[src/rtl/disp_nmi_pkg.sv]
package disp_nmi_pkg;
  localparam int DATA_W  = 8;
  localparam int DLI_BIT = 7;
  localparam int VBL_BIT = 6;
endpackage

[src/rtl/nmi_enable_reg.sv]
module nmi_enable_reg
  import disp_nmi_pkg::*;
(
  input  logic              clk,
  input  logic              rst,
  input  logic              wr,
  input  logic [DATA_W-1:0] wdata,
  output logic              en_dli,
  output logic              en_vbl
);
  always_ff @(posedge clk) begin
    if (rst) begin
      en_dli <= 1'b0;
      en_vbl <= 1'b0;
    end else if (wr) begin
      en_dli <= wdata[DLI_BIT];
      en_vbl <= wdata[VBL_BIT];
    end
  end
endmodule

[src/rtl/nmi_cause_status.sv]
module nmi_cause_status
  import disp_nmi_pkg::*;
(
  input  logic              clk,
  input  logic              rst,
  input  logic              dli_req,
  input  logic              vbl_req,
  input  logic              clr,
  output logic [DATA_W-1:0] status
);
  logic dli_pend, vbl_pend;

  always_ff @(posedge clk) begin
    if (rst) begin
      dli_pend <= 1'b0;
      vbl_pend <= 1'b0;
    end else begin
      // vertical blank wins and wipes the display-list cause
      if (vbl_req)      dli_pend <= 1'b0;
      else if (dli_req) dli_pend <= 1'b1;
      else if (clr)     dli_pend <= 1'b0;

      if (vbl_req)      vbl_pend <= 1'b1;
      else if (clr)     vbl_pend <= 1'b0;
    end
  end

  always_comb begin
    status          = '1;
    status[DLI_BIT] = dli_pend;
    status[VBL_BIT] = vbl_pend;
  end
endmodule

[src/rtl/nmi_pulse_gen.sv]
module nmi_pulse_gen #(
  parameter int PULSE_CYCLES = 4
) (
  input  logic clk,
  input  logic rst,
  input  logic fire,
  output logic nmi_n
);
  localparam int CNT_W = (PULSE_CYCLES > 1) ? $clog2(PULSE_CYCLES) : 1;
  localparam logic [CNT_W-1:0] LOAD = CNT_W'(PULSE_CYCLES - 1);

  logic [CNT_W-1:0] remain;

  always_ff @(posedge clk) begin
    if (rst) begin
      nmi_n  <= 1'b1;
      remain <= '0;
    end else if (nmi_n) begin
      if (fire) begin
        nmi_n  <= 1'b0;
        remain <= LOAD;
      end
    end else if (remain != '0) begin
      remain <= remain - 1'b1;
    end else begin
      nmi_n <= 1'b1;
    end
  end
endmodule

[src/rtl/disp_nmi_ctrl.sv]
module disp_nmi_ctrl
  import disp_nmi_pkg::*;
#(
  parameter int PULSE_CYCLES = 4
) (
  input  logic              clk,
  input  logic              rst,
  input  logic              dli_req,
  input  logic              vbl_req,
  input  logic              en_wr,
  input  logic [DATA_W-1:0] en_wdata,
  input  logic              st_clr,
  output logic [DATA_W-1:0] status_rd,
  output logic              nmi_n
);
  logic en_dli, en_vbl, fire;

  nmi_enable_reg u_en (
    .clk(clk), .rst(rst), .wr(en_wr), .wdata(en_wdata),
    .en_dli(en_dli), .en_vbl(en_vbl)
  );

  nmi_cause_status u_st (
    .clk(clk), .rst(rst), .dli_req(dli_req), .vbl_req(vbl_req),
    .clr(st_clr), .status(status_rd)
  );

  assign fire = (vbl_req & en_vbl) | (dli_req & en_dli & ~vbl_req)
              | (dli_req & vbl_req & en_vbl);

  nmi_pulse_gen #(.PULSE_CYCLES(PULSE_CYCLES)) u_pulse (
    .clk(clk), .rst(rst), .fire(fire), .nmi_n(nmi_n)
  );
endmodule

[config.mk]
export PLATFORM = sky130hd
export DESIGN_NAME = disp_nmi_ctrl
export DESIGN_NICKNAME = d
export VERILOG_FILES = /design/src/rtl/disp_nmi_pkg.sv /design/src/rtl/nmi_enable_reg.sv /design/src/rtl/nmi_cause_status.sv /design/src/rtl/nmi_pulse_gen.sv /design/src/rtl/disp_nmi_ctrl.sv
export SDC_FILE = /design/constraint.sdc
export NUM_CORES = 1
export LEC_CHECK = 0
export CORE_AREA = 2 2 39 41
export CTS_BUF_LIST = sky130_fd_sc_hd__clkbuf_8
export DETAILED_ROUTE_END_ITERATION = 12
export DIE_AREA = 0 0 41 43
export PLACE_DENSITY_LB_ADDON = 0.08
export SLEW_MARGIN = 5
export SYNTH_ARGS = -nofsm -noshare
export SYNTH_HDL_FRONTEND = slang
export SYNTH_HIERARCHICAL = 1
export SYNTH_SLANG_ARGS = --single-unit
[constraint.sdc]
create_clock -name clk -period 1.75 [get_ports clk]
set_input_delay 0.2625 -clock clk [delete_from_list [all_inputs] [get_ports clk]]
set_output_delay 0.2625 -clock clk [all_outputs]
set_load 0.02 [all_outputs]
==> metrics.txt <==
leak pwr=0.000218 µW; CP bufs+invs=1; setup bufs post-CTS=0; Final TNS setup=0 ns; ANT cells=0; gpl congestion=just over 0.7; pwr dens=982 mW/mm²; top cells by area, synth=dfxtp_1 38%, buf_4 16%, ha_1 6.8%; Worst Hold Class=flop to flop; CP Class=flop to output port; WL final=~620 µm; die area=about 0.0018 mm²; row cnt=14; Total Power=approximately 480 µW; total CTS buffers=3; Cells after Synth=43; post-synthesis area per instance=around 8.5 µm²; grt ovf=0; Final Non-Filler Cells=70; Longest Clk Path Bufs=2; vias per cell=slightly below 4; Synth-to-Final Area Change=33.8%; Max Slew Vio Count=0; layout net count=just over 70; first-pass GRT wire length=roughly 950 µm; antenna viol nets, final=0; placed cell area=between 400 and 500 µm²; CP Cell Sequence=clkdlybuf4s50_1; Placed Instances=66; WP data required=approximately 1.5 ns; share of cells above drive strength 1=0.0741; Yosys reg bits=7; root buffer cell=clkbuf_8; antenna violations before repair=0; Synth cell types=15; # DRC=0; cell area after layout=490 µm²; synth warn=6; hold buffer count at cts=0; CP Max Fanout=5; Seq/Total Area, Yosys=0.382; CP endpoint kind=output port; Clock Skew=around 0.0023 ns; worst skew pair latency=roughly 0.22 ns; mapped cell area=between 300 and 400 µm²; Fin Hold WS=between 0.4 and 0.5 ns; Period minus WS final=around 1.5 ns; final number of setup-violating endpoints=0; maximum operating frequency=0.675 GHz; Worst EP arrival=approximately 1.2 ns; aggregate global-route resource usage=0.0825; Port Buffers=10; drt pass-1 iters=2; Core ar.=between 0.001 and 0.0015 mm²; clk sinks=7; Die Y-Extent=43 µm; CTS tree=done; final worst-path cycle share=0.846; Clk pin slew, worst setup/hold paths=0.04 ns; HPWL Detailed=approximately 480 µm; Peak VDD IR=between 0.3 and 0.4 mV; Startpoint Class=flop; share of the synthesized area in the top cell type=0.382; H-tree depth=1; largest net degree at the start of global routing=8; RSZ-0062 raised after global routing=false; delay-heaviest family, CP=buffers and inverters; PostCTS Resize Cnt=0; via count=273; Worst path slowest cell=clkdlybuf4s50_1; # IOs=23; Max Cap Viol=0; Fin. Hold Viols=0; Starting Density=0.265; wire length per cell=between 8 and 9 µm; vias in the first global route=approximately 250; status=finished, final reports clean; starting DRC count in detailed routing=2; Die W=approximately 41 µm; cell accounting for the most synthesized area=dfxtp_1; slowest stage delay, CP=approximately 0.62 ns
[where the power goes]
part	switching [µW]	total [µW]	internal (µW)
clock network	68.1	220	151
registers	7.21	180	173
logic	43.8	82.2	38.5
[path summary, 6_finish.rpt]
path	startpoint	to	slack, ns	depth (start not counted)
setup / recovery	u_pulse/nmi_n	nmi_n	0.27	1
hold / removal	u_pulse/remain[0]	u_pulse/remain[0]	0.47	1
setup reg to reg	u_pulse/remain[0]	u_pulse/remain[1]	0.67	5
hold reg to reg	u_pulse/remain[0]	u_pulse/remain[0]	0.47	1
[synth_stat cells, drive strengths merged]
master	n
dfxtp	7
inv	4
conb	1
o21ai	1
a21oi	4
nor2	4
ha	2
nand2	3
nand2b	3
mux2i	2
a211oi	2
o21a	1
buf	8
nor2b	1
[sequential cells by signal, summed over array words and instances (netlist names)]
signal,cells
u_st/vbl_pend,1
u_st/dli_pend,1
u_pulse/nmi_n,1
u_pulse/remain,2
u_en/en_dli,1
u_en/en_vbl,1
[cell type report]
| class | instances | area (µm²) |
|---|---|---|
| clock buffers | 3 | 41.3 |
| clock inverters | 1 | 3.75 |
| fillers | 151 | 893 |
| inverters | 4 | 15.0 |
| multi-input cells | 29 | 170 |
| flip-flops and latches | 7 | 140 |
| well taps | 16 | 20.0 |
| repair buffers | 10 | 100 |
[cells by family (layout without fill, tap and decap cells)]
logic type                 Yosys count  in the layout  share of synthesized area
AOI/OAI and AO/OA                    8              8                      0.140
adders and majority gates            2              2                     0.0682
buffers and inverters               12             18                      0.205
DFF                                  7              7                      0.382
muxes                                2              2                     0.0546
other                                1              6                     0.0102
and+or+nand+nor                     11             11                      0.140
[cell usage in the layout (no fill, tap or decap)]
cell type and n:
mux2i_1 2, conb_1 6, clkbuf_8 3, a21oi_2 1, a21oi_1 3, dfxtp_1 7
nand2_1 3, nand2b_1 3, inv_1 5, ha_1 2, o21a_1 1, o21ai_1 1
nor2b_1 1, nor2_1 4, a211oi_1 2, clkdlybuf4s50_1 10
[metrics by stage]
step	utilization	worst slack (ns)
after floorplan	-	0.775
after global placement	0.322	0.295
after detailed placement	0.322	0.292
after CTS	0.354	0.260
after global routing	0.354	0.228
final	0.354	0.269
[layer usage]
layer,part of all wire,global-route usage,vias to the layer above,routed length [µm]
met3,0.086,0.0471,0,53
met1,0.45,0.104,118,278
met5,0,0,-,0
met2,0.46,0.109,10,285
met4,0,0.0400,0,0
li1,-,-,145,-
Power figures use the tool's default switching activity.
